<file path="config.mk">
export PLATFORM = sky130hd
export DESIGN_NAME = ring_ptr_top
export DESIGN_NICKNAME = d
export VERILOG_FILES = /design/src/rtl/ring_ptr_pkg.sv /design/src/rtl/ring_ptr_chan.sv /design/src/rtl/ring_addr_calc.sv /design/src/rtl/ring_msi_gen.sv /design/src/rtl/ring_ptr_top.sv
export SDC_FILE = /design/constraint.sdc
export NUM_CORES = 1
export LEC_CHECK = 0
export BUFFER_PORTS_ARGS = -buffer_cell sky130_fd_sc_hd__buf_2
export CAP_MARGIN = 20
export CELL_PAD_IN_SITES_DETAIL_PLACEMENT = 1
export CELL_PAD_IN_SITES_GLOBAL_PLACEMENT = 2
export CORE_MARGIN = 2
export CORE_UTILIZATION = 26
export CTS_CLUSTER_DIAMETER = 60
export CTS_CLUSTER_SIZE = 24
export DETAILED_ROUTE_END_ITERATION = 10
export GPL_TIMING_DRIVEN = 0
export HOLD_SLACK_MARGIN = 0.03
export PLACE_DENSITY_LB_ADDON = 0.15
export SLEW_MARGIN = 30
export SYNTH_ARGS = -nofsm -noshare
export SYNTH_HDL_FRONTEND = slang
export SYNTH_SLANG_ARGS = --single-unit
</file>
<file path="constraint.sdc">
create_clock -name clk_i -period 3.51 [get_ports clk_i]
set_input_delay 0.1755 -clock clk_i [delete_from_list [all_inputs] [get_ports clk_i]]
set_output_delay 0.1755 -clock clk_i [all_outputs]
set_load 0.01 [all_outputs]
</file>
<file path="src/rtl/ring_ptr_pkg.sv">
package ring_ptr_pkg;
  localparam int unsigned WIN_BITS = 12;

  typedef enum logic [1:0] {
    SEL_REQ_HEAD = 2'd0,
    SEL_REQ_TAIL = 2'd1,
    SEL_RSP_HEAD = 2'd2,
    SEL_RSP_TAIL = 2'd3
  } ptr_sel_e;

  // word-aligned and inside the first 16 bytes of the window
  function automatic logic off_mapped(input logic [WIN_BITS-1:0] off);
    return (off[WIN_BITS-1:4] == '0) && (off[1:0] == 2'b00);
  endfunction
endpackage

</file>
<file path="src/rtl/ring_ptr_chan.sv">
module ring_ptr_chan
  import ring_ptr_pkg::*;
#(
  parameter int unsigned PTR_W = 4
) (
  input  logic             clk_i,
  input  logic             rst_ni,
  input  logic             host_we_i,
  input  ptr_sel_e         host_sel_i,
  input  logic [PTR_W-1:0] host_wdata_i,
  input  logic             pop_i,
  input  logic             push_i,
  output logic [PTR_W-1:0] req_head_o,
  output logic [PTR_W-1:0] req_tail_o,
  output logic [PTR_W-1:0] rsp_head_o,
  output logic [PTR_W-1:0] rsp_tail_o,
  output logic             req_avail_o,
  output logic             rsp_full_o,
  output logic             rsp_empty_o,
  output logic             push_ok_o
);
  logic [PTR_W-1:0] req_head_q, req_tail_q, rsp_head_q, rsp_tail_q;
  logic [PTR_W-1:0] rsp_tail_nxt;
  logic             pop_ok;

  assign rsp_tail_nxt = rsp_tail_q + 1'b1;
  assign req_avail_o  = (req_head_q != req_tail_q);
  assign rsp_empty_o  = (rsp_head_q == rsp_tail_q);
  assign rsp_full_o   = (rsp_tail_nxt == rsp_head_q);
  assign pop_ok       = pop_i && req_avail_o;
  assign push_ok_o    = push_i && !rsp_full_o;

  always_ff @(posedge clk_i or negedge rst_ni) begin
    if (!rst_ni) begin
      req_head_q <= '0;
      req_tail_q <= '0;
      rsp_head_q <= '0;
      rsp_tail_q <= '0;
    end else begin
      if (pop_ok)    req_head_q <= req_head_q + 1'b1;
      if (push_ok_o) rsp_tail_q <= rsp_tail_nxt;
      if (host_we_i && host_sel_i == SEL_REQ_TAIL) req_tail_q <= host_wdata_i;
      if (host_we_i && host_sel_i == SEL_RSP_HEAD) rsp_head_q <= host_wdata_i;
    end
  end

  assign req_head_o = req_head_q;
  assign req_tail_o = req_tail_q;
  assign rsp_head_o = rsp_head_q;
  assign rsp_tail_o = rsp_tail_q;


  req_pop_empty_chk: assert property (@(posedge clk_i) disable iff (!rst_ni)
    (pop_i && req_head_q == req_tail_q) |=> $stable(req_head_q));

  req_head_hold_chk: assert property (@(posedge clk_i) disable iff (!rst_ni)
    !pop_i |=> $stable(req_head_q));

  rsp_tail_hold_chk: assert property (@(posedge clk_i) disable iff (!rst_ni)
    !push_i |=> $stable(rsp_tail_q));

  no_overflow_chk: assert property (@(posedge clk_i) disable iff (!rst_ni)
    (push_i && rsp_full_o) |=> $stable(rsp_tail_q));
endmodule

</file>
<file path="src/rtl/ring_addr_calc.sv">
module ring_addr_calc #(
  parameter int unsigned AW         = 32,
  parameter int unsigned PTR_W      = 4,
  parameter int unsigned REQ_ELEM_B = 64,
  parameter int unsigned RSP_ELEM_B = 8,
  parameter int unsigned CHUNK_B    = 4096
) (
  input  logic [AW-1:0]    base_i,
  input  logic [PTR_W-1:0] req_idx_i,
  input  logic [PTR_W-1:0] rsp_idx_i,
  output logic [AW-1:0]    req_addr_o,
  output logic [AW-1:0]    rsp_addr_o
);
  localparam int unsigned DEPTH   = 2 ** PTR_W;
  localparam int unsigned RSP_OFF = CHUNK_B - DEPTH * RSP_ELEM_B;

  // response ring is placed at the top of the chunk
  assign req_addr_o = base_i + AW'(req_idx_i) * AW'(REQ_ELEM_B);
  assign rsp_addr_o = base_i + AW'(RSP_OFF) + AW'(rsp_idx_i) * AW'(RSP_ELEM_B);
endmodule

</file>
<file path="src/rtl/ring_msi_gen.sv">
module ring_msi_gen #(
  parameter int unsigned CH_W = 2
) (
  input  logic            clk_i,
  input  logic            rst_ni,
  input  logic            push_ok_i,
  input  logic            was_empty_i,
  input  logic            force_i,
  input  logic            force_en_i,
  input  logic [CH_W-1:0] ch_i,
  output logic            msi_o,
  output logic [CH_W-1:0] msi_ch_o
);
  always_ff @(posedge clk_i or negedge rst_ni) begin
    if (!rst_ni) begin
      msi_o    <= 1'b0;
      msi_ch_o <= '0;
    end else begin
      msi_o <= push_ok_i && (was_empty_i || (force_i && force_en_i));
      if (push_ok_i) msi_ch_o <= ch_i;
    end
  end


  msi_force_gate_chk: assert property (@(posedge clk_i) disable iff (!rst_ni)
    (msi_o && !$past(was_empty_i)) |-> $past(force_i && force_en_i));
endmodule

</file>
<file path="src/rtl/ring_ptr_top.sv">
module ring_ptr_top
  import ring_ptr_pkg::*;
#(
  parameter int unsigned NUM_CH     = 4,
  parameter int unsigned DEPTH      = 16,
  parameter int unsigned AW         = 32,
  parameter int unsigned REQ_ELEM_B = 64,
  parameter int unsigned RSP_ELEM_B = 8,
  parameter int unsigned CHUNK_B    = 4096,
  localparam int unsigned PTR_W     = $clog2(DEPTH),
  localparam int unsigned CH_W      = $clog2(NUM_CH),
  localparam int unsigned ADDR_W    = WIN_BITS + CH_W
) (
  input  logic                 clk_i,
  input  logic                 rst_ni,
  input  logic                 reg_we_i,
  input  logic [ADDR_W-1:0]    reg_addr_i,
  input  logic [31:0]          reg_wdata_i,
  output logic [31:0]          reg_rdata_o,
  input  logic [NUM_CH*AW-1:0] ring_base_i,
  input  logic                 force_en_i,
  input  logic [CH_W-1:0]      dev_ch_i,
  input  logic                 req_pop_i,
  input  logic                 rsp_push_i,
  input  logic                 rsp_force_i,
  output logic                 req_avail_o,
  output logic                 rsp_full_o,
  output logic [AW-1:0]        req_elem_addr_o,
  output logic [AW-1:0]        rsp_elem_addr_o,
  output logic                 msi_o,
  output logic [CH_W-1:0]      msi_ch_o
);
  logic [CH_W-1:0]     win_ch;
  logic [WIN_BITS-1:0] win_off;
  logic                hit;
  ptr_sel_e            sel;
  logic                unused_wdata;

  logic [PTR_W-1:0] req_head [NUM_CH];
  logic [PTR_W-1:0] req_tail [NUM_CH];
  logic [PTR_W-1:0] rsp_head [NUM_CH];
  logic [PTR_W-1:0] rsp_tail [NUM_CH];
  logic [NUM_CH-1:0] avail_v, full_v, empty_v, push_ok_v;

  assign win_ch       = reg_addr_i[ADDR_W-1:WIN_BITS];
  assign win_off      = reg_addr_i[WIN_BITS-1:0];
  assign hit          = off_mapped(win_off) && (32'(win_ch) < NUM_CH);
  assign sel          = ptr_sel_e'(win_off[3:2]);
  assign unused_wdata = ^reg_wdata_i[31:PTR_W];

  for (genvar c = 0; c < NUM_CH; c++) begin : g_ch
    ring_ptr_chan #(.PTR_W(PTR_W)) u_chan (
      .clk_i       (clk_i),
      .rst_ni      (rst_ni),
      .host_we_i   (reg_we_i && hit && (win_ch == CH_W'(c))),
      .host_sel_i  (sel),
      .host_wdata_i(reg_wdata_i[PTR_W-1:0]),
      .pop_i       (req_pop_i && (dev_ch_i == CH_W'(c))),
      .push_i      (rsp_push_i && (dev_ch_i == CH_W'(c))),
      .req_head_o  (req_head[c]),
      .req_tail_o  (req_tail[c]),
      .rsp_head_o  (rsp_head[c]),
      .rsp_tail_o  (rsp_tail[c]),
      .req_avail_o (avail_v[c]),
      .rsp_full_o  (full_v[c]),
      .rsp_empty_o (empty_v[c]),
      .push_ok_o   (push_ok_v[c])
    );
  end

  always_comb begin
    reg_rdata_o = '0;
    if (hit) begin
      unique case (sel)
        SEL_REQ_HEAD: reg_rdata_o = 32'(req_head[win_ch]);
        SEL_REQ_TAIL: reg_rdata_o = 32'(req_tail[win_ch]);
        SEL_RSP_HEAD: reg_rdata_o = 32'(rsp_head[win_ch]);
        SEL_RSP_TAIL: reg_rdata_o = 32'(rsp_tail[win_ch]);
        default:      reg_rdata_o = '0;
      endcase
    end
  end

  assign req_avail_o = avail_v[dev_ch_i];
  assign rsp_full_o  = full_v[dev_ch_i];

  ring_addr_calc #(
    .AW(AW), .PTR_W(PTR_W), .REQ_ELEM_B(REQ_ELEM_B),
    .RSP_ELEM_B(RSP_ELEM_B), .CHUNK_B(CHUNK_B)
  ) u_addr (
    .base_i    (ring_base_i[dev_ch_i*AW +: AW]),
    .req_idx_i (req_head[dev_ch_i]),
    .rsp_idx_i (rsp_tail[dev_ch_i]),
    .req_addr_o(req_elem_addr_o),
    .rsp_addr_o(rsp_elem_addr_o)
  );

  ring_msi_gen #(.CH_W(CH_W)) u_msi (
    .clk_i      (clk_i),
    .rst_ni     (rst_ni),
    .push_ok_i  (push_ok_v[dev_ch_i]),
    .was_empty_i(empty_v[dev_ch_i]),
    .force_i    (rsp_force_i),
    .force_en_i (force_en_i),
    .ch_i       (dev_ch_i),
    .msi_o      (msi_o),
    .msi_ch_o   (msi_ch_o)
  );


  msi_reject_chk: assert property (@(posedge clk_i) disable iff (!rst_ni)
    msi_o |-> ($past(rsp_push_i) && !$past(rsp_full_o)));

  msi_chan_chk: assert property (@(posedge clk_i) disable iff (!rst_ni)
    msi_o |-> (msi_ch_o == $past(dev_ch_i)));
endmodule

</file>
# Word-level counts from Yosys, hierarchy flattened
# Index checks and enable logic that the tools add are counted.
totals:
  register_bits: 67
  word_cells: 126
classes:
  magnitude_cmp: 3
  eq_ne: 21
  n_reduce_logical: 42
  add_sub_neg: 11
  shifts: 1
  muxes: 28
  bitwise_logic: 2
ops:
  columns: ["op", "count"]
  rows:
  - ["32-bit case mux with 4 select lines", 1]
  - ["128-bit by 8-bit variable part select with 32-bit output", 1]
  - ["4-bit binary-select mux with 2-bit select", 6]
  - ["4-bit two-way mux", 12]
  - ["32-bit by 10-bit adder with 32-bit output", 1]
  - ["32-bit by 12-bit adder with 32-bit output, second input constant", 1]
  - ["32-bit by 7-bit adder with 32-bit output", 1]
  - ["4-bit by 1-bit adder with 4-bit output, second input constant", 8]
  - ["4-bit equality test", 8]
  - ["1-bit logical AND", 32]
  - ["32-bit two-way mux", 1]
  - ["4-bit != test", 4]
  - ["2-bit equality test, second input constant", 6]
  - ["1-bit binary-select mux with 2-bit select", 4]
  - ["2-bit zero test", 4]
  - ["8-bit zero test", 1]
  - ["2-bit by 1-bit equality test with 1-bit output, second input constant", 3]
  - ["3-bit greater-or-equal comparator, second input constant", 2]
  - ["2-bit inverter with 3-bit output", 2]
  - ["1-bit zero test", 4]
  - ["1-bit two-way mux", 4]
  - ["2-bit by 3-bit < comparator with 1-bit output, second input constant", 1]
  - ["1-bit logical OR", 1]

# Depth between registers and ports, before layout
depth:
  word_depth: 7
  mapped_depth: 14
  depth_no_buf: 9

# Hierarchy
# A second synthesis with hierarchy kept.
unflattened:
  hier_cells: 610
  area_unflattened_um2: 6655.1
modules_own_cells:
  columns: ["mod", "area_each_um2", "n_inst", "cells_per_inst"]
  rows:
  - ["ring_ptr_chan", 823.3, 4, 68]
  - ["ring_ptr_top", 1970.6, 1, 156]
  - ["ring_addr_calc", 1282.5, 1, 175]
  - ["ring_msi_gen", 108.9, 1, 7]

# Worst setup path after synthesis
# No wires, ideal clock.
synth_timing:
  path_kind: "input to output"
  start: "input port dev_ch_i[1]"
  end: "output port rsp_elem_addr_o[15]"
  n_path_buf: 5
  t_arrival_ps: 3556
  setup_slack_ps: -222
  t_required_ps: 3334
  cell_stages: 14
  cell_sequence: "buf_2 -> buf_2 -> buf_4 -> clkbuf_1 -> buf_1 -> mux4_2 -> ha_1 -> inv_1 -> fa_1 -> nor2b_1 -> o21ai_0 -> nor4b_4 -> a211oi_1 -> xor2_1"
synth_via:
  elab_chain_cells: 5
synth_lines:
  columns: ["item", "line_no", "source"]
  rows:
  - ["start: declaration", "ring_ptr_top.sv:22", "input logic [CH_W-1:0] dev_ch_i,"]
  - ["parallel branches: the longest is 4 deep, another holds 32-bit by 12-bit adder with 32-bit output", null, null]
  - ["32-bit by 7-bit adder with 32-bit output (*)", "ring_addr_calc.sv:19", "assign rsp_addr_o = base_i + AW'(RSP_OFF) + AW'(rsp_idx_i) * AW'(RSP_ELEM_B);"]
  - ["end: declaration", "ring_ptr_top.sv:29", "output logic [AW-1:0] rsp_elem_addr_o,"]
# Mark *: on every way between the ends. The select of a mux whose other input is x is not followed.

# Worst setup path in the final report
layout_timing:
  start: "input port dev_ch_i[0]"
  end: "output port rsp_elem_addr_o[25]"
# Same word-level chain as after synthesis.

==> run summary <==
result of the run: finished, final reports clean
CTS Buffer Depth: 2
Slew @ Worst Pin: 0.6984 ns
CP startpoint kind: input pin
Final setup viols: 0
number of enable flip-flop cells after synthesis: 0
combinational fraction of design power: 47.6%
setup repair after global routing missed its margin: false
family with the most delay on the worst path: buffers and inverters
combined area of all synthesized cells: 6255 sq um
Arr. time, crit path: 3.16 ns
source of the worst register-to-register timing path: g_ch[1].u_chan.rsp_tail_o[0]
antenna violations before repair: 0
net switching power of the design: 0.001772 W
Avg Synthesized Cell Area: 11.69 sq um
master of the slowest instance on the critical path: sky130_fd_sc_hd__mux4_2
WP data required: 3.33 ns
Max Freq: 0.2997 GHz
number of CTS-inserted buffers: 9
TritonCTS clock tree: yes
maximum clock skew at final layout: 0.005634 ns
overall die height: 159.1 um
post-placement cell area: 7918 sq um
Reg2Reg Depth: 5
clock insertion delay at the later pin of the skew report: 0.34 ns
area of the core: 23,540 sq um
Routability Congestion: 0.8845
vias per cell: 4.820
DRC violations left: 0
commonest cells after routing, fill and taps aside: 228 x sky130_fd_sc_hd__buf_2, 76 x sky130_fd_sc_hd__xnor2_1, 67 x sky130_fd_sc_hd__dfrtp_1
fraction of registers with async set or reset after synthesis: 100.0%
critical hold path startpoint: force_en_i
synthesized instance count: 535
boundary pin count: 284
global-route wire length before repair: 35.53 mm
most repeated library cell on the critical path: sky130_fd_sc_hd__buf_12
type of the worst setup path: input pin to output pin
final cycle utilization of the critical path: 95.08%
Power per Cell Area: 530.2 nW/um^2
Avg WL per Cell: 20.40 um
area growth from synthesis to layout: 36.01%
number of cells in the design after placement: 1,106
worst path bufs/invs: 8
Net Sw Frac: 39.28%
worst rel slew slack: 53.08%
proportion of netlist area held by the largest area contributor: 26.81%
Max Transition Viols Final: 0
Largest stage delay, worst path: 0.38 ns
overall global routing resource usage: 17.97%
min cycle time layout: 3.337 ns
Antenna Cells: 0
worst min-delay path category: input pin to flop
RR Endpoint: u_msi.msi_ch_o[0]
Die X-Extent: 159.1 um
leakage dissipation: 3.824 nW
critical path cell sequence: buf_2 > buf_12 > buf_12 > buf_12 > buf_12 > mux4_2 > ha_4 > inv_1 > fa_2 > nor2b_2 > o21ai_2 > nor4b_4 > buf_12 > a2111oi_4 > xor2_1 > buf_2
effective utilization at floorplan: 26.57%
maximum number of pins on one net before global-route repair: 52
ratio of cells with drive above 1 in the final layout: 51.23%
number of standard-cell rows in the floorplan: 56
PortBufs: 224
total number of yosys warnings: 0
kind of capture point of the worst setup path: output pin
First-pass DRT Iterations: 4
Power Internal: 0.002739 W
number of fill cells: 2,731
via total after detailed routing: 5,442
hold-critical path depth: 3
Critical Path Source: dev_ch_i[0]
vias in the first global route: 5,834
final design instance area without fill: 8507 sq um
number of H-tree branching levels: 3
most frequently used flop master after synthesis: sky130_fd_sc_hd__dfrtp_1
violation count after the first detailed-routing iteration: 190
endpoint of the worst hold path: u_msi.msi_o
cell types with the largest area share after synthesis: sky130_fd_sc_hd__dfrtp_1 27%, sky130_fd_sc_hd__mux4_2 22%, sky130_fd_sc_hd__xnor2_1 11%
number of distinct library cells after synthesis: 52
clock share of power: 23.4%
CTS root buffer: sky130_fd_sc_hd__clkbuf_16
post-layout net count: 1,006
sequential share of power: 29.1%
commonest non-fill, non-tap cell in the layout: sky130_fd_sc_hd__buf_2
count of state elements after synthesis: 67
Detailed Route WL: 23.04 mm
final-report hold violation count: 0
Detailed Place HPWL: 19.44 mm
flop2flop setup slack: 1.04 ns
max-capacitance violation count: 0
total overflow reported by the global router: 0
worst vdd rail ir drop: 0.2040 mV
clock slew seen by the registers of the worst setup and hold paths: 0.05 ns
die area: 25,310 sq um
share of the yosys chip area belonging to registers: 26.81%
ANT nets after route: 0
Post-Layout Cell Count: 1,129
area leader, netlist: sky130_fd_sc_hd__dfrtp_1
TritonCTS Sinks: 67
Max FO, Critical Path: 10
## per-stage QoR
stage	utilization, %	setup WS (ns)	setup TNS [ns]	hold slack, ns	power (W)
6_report	36.13	0.1729	0	0.08853	0.004511
5_1_grt	36.13	0.01629	0	0.1121	0.004790
4_1_cts	35.77	-0.01200	-0.01200	0.07995	0.004509
3_5_place_dp	33.63	-1.073	-32.37	0.06836	0.003376
3_3_place_gp	33.50	-0.9720	-29.07	0.4334	0.003306
2_1_floorplan	-	0.01547	0	-0.1201	0.002589
## tightest hold or removal path: stages
cell and delay, ns:
sky130_fd_sc_hd__buf_2 0.10, sky130_fd_sc_hd__nand2_1 0.05, sky130_fd_sc_hd__a21oi_1 0.06
## metal layers
metal	vias to the layer above	share of wire, %	track usage [%]
met5	-	0	0
met4	0	1.8	4.793
met3	21	5.0	3.360
met2	190	51	31.68
met1	2738	43	22.56
li1	2493	-	-
## synthesized netlist by cell type, drive strengths merged, types with 8 or more instances
cell and count:
xnor2 76, dfrtp 67, mux4 62, buf 46, xor2 42, mux2 41, nand2 28, nand4 19
ha 16, nor2 16, nand3 15, nor3 9, clkbuf 8, nand2b 8
## sequential cells by signal (all words and copies together), names as in the netlist
signal	cells
g_ch.u_chan.req_tail_o	16
u_msi.msi_o	1
g_ch.u_chan.rsp_tail_o	16
g_ch.u_chan.req_head_o	16
g_ch.u_chan.rsp_head_o	16
u_msi.msi_ch_o	2
## power by group through the flow
stage / Sequential, W / Clock [W] / Combinational [W]
2_1_floorplan: 0.00118 / 0 / 0.00141
3_3_place_gp: 0.00131 / 0 / 0.00200
3_5_place_dp: 0.00132 / 0 / 0.00206
4_1_cts: 0.00131 / 0.00108 / 0.00212
5_1_grt: 0.00134 / 0.00110 / 0.00234
6_report: 0.00131 / 0.00105 / 0.00215
## layout make-up
| class | count | area, sq um | share of cell area, % |
|---|---|---|---|
| Timing Repair Buffer | 234 | 1234 | 14.50 |
| Multi-Input combinational cell | 434 | 4412 | 51.86 |
| Buffer | 52 | 416.7 | 4.898 |
| Clock inverter | 5 | 100.1 | 1.177 |
| Tap cell | 319 | 399.1 | 4.692 |
| Sequential cell | 67 | 1677 | 19.71 |
| Clock buffer | 11 | 242.7 | 2.853 |
| Inverter | 7 | 26.28 | 0.3089 |
## cell families after synthesis
group	count (synthesis)	share of synthesized area (%)
and+or+nand+nor	134	12.32
xor gates and xnor gates	118	16.52
muxes	103	29.77
DFF	67	26.81
buffers and inverters	61	6.121
AOI/OAI and AO/OA	33	4.561
adders and majority gates	18	3.841
other	1	0.05995
## how the worst max path moves through the flow
stage / to / slack, ns / depth (start not counted)
floorplan: rsp_elem_addr_o[15] / 0.02 / 14
global placement: rsp_elem_addr_o[21] / -0.97 / 15
detailed placement: rsp_elem_addr_o[21] / -1.07 / 15
CTS: rsp_elem_addr_o[21] / -0.01 / 16
global route: rsp_elem_addr_o[25] / 0.02 / 16
finish: rsp_elem_addr_o[25] / 0.17 / 16
## timing repair
| action | 4_1_cts | 5_1_grt |
|---|---|---|
| endpoints found under the hold margin | 17 | 0 |
| setup endpoints to repair | 47 | 27 |
| buffers inserted | 5 | 3 |
| pin swaps | 3 | 5 |
| resized for setup | 21 | 12 |
| hold buffers | 1 | 0 |
No activity file was read; power rests on OpenSTA's default activity.
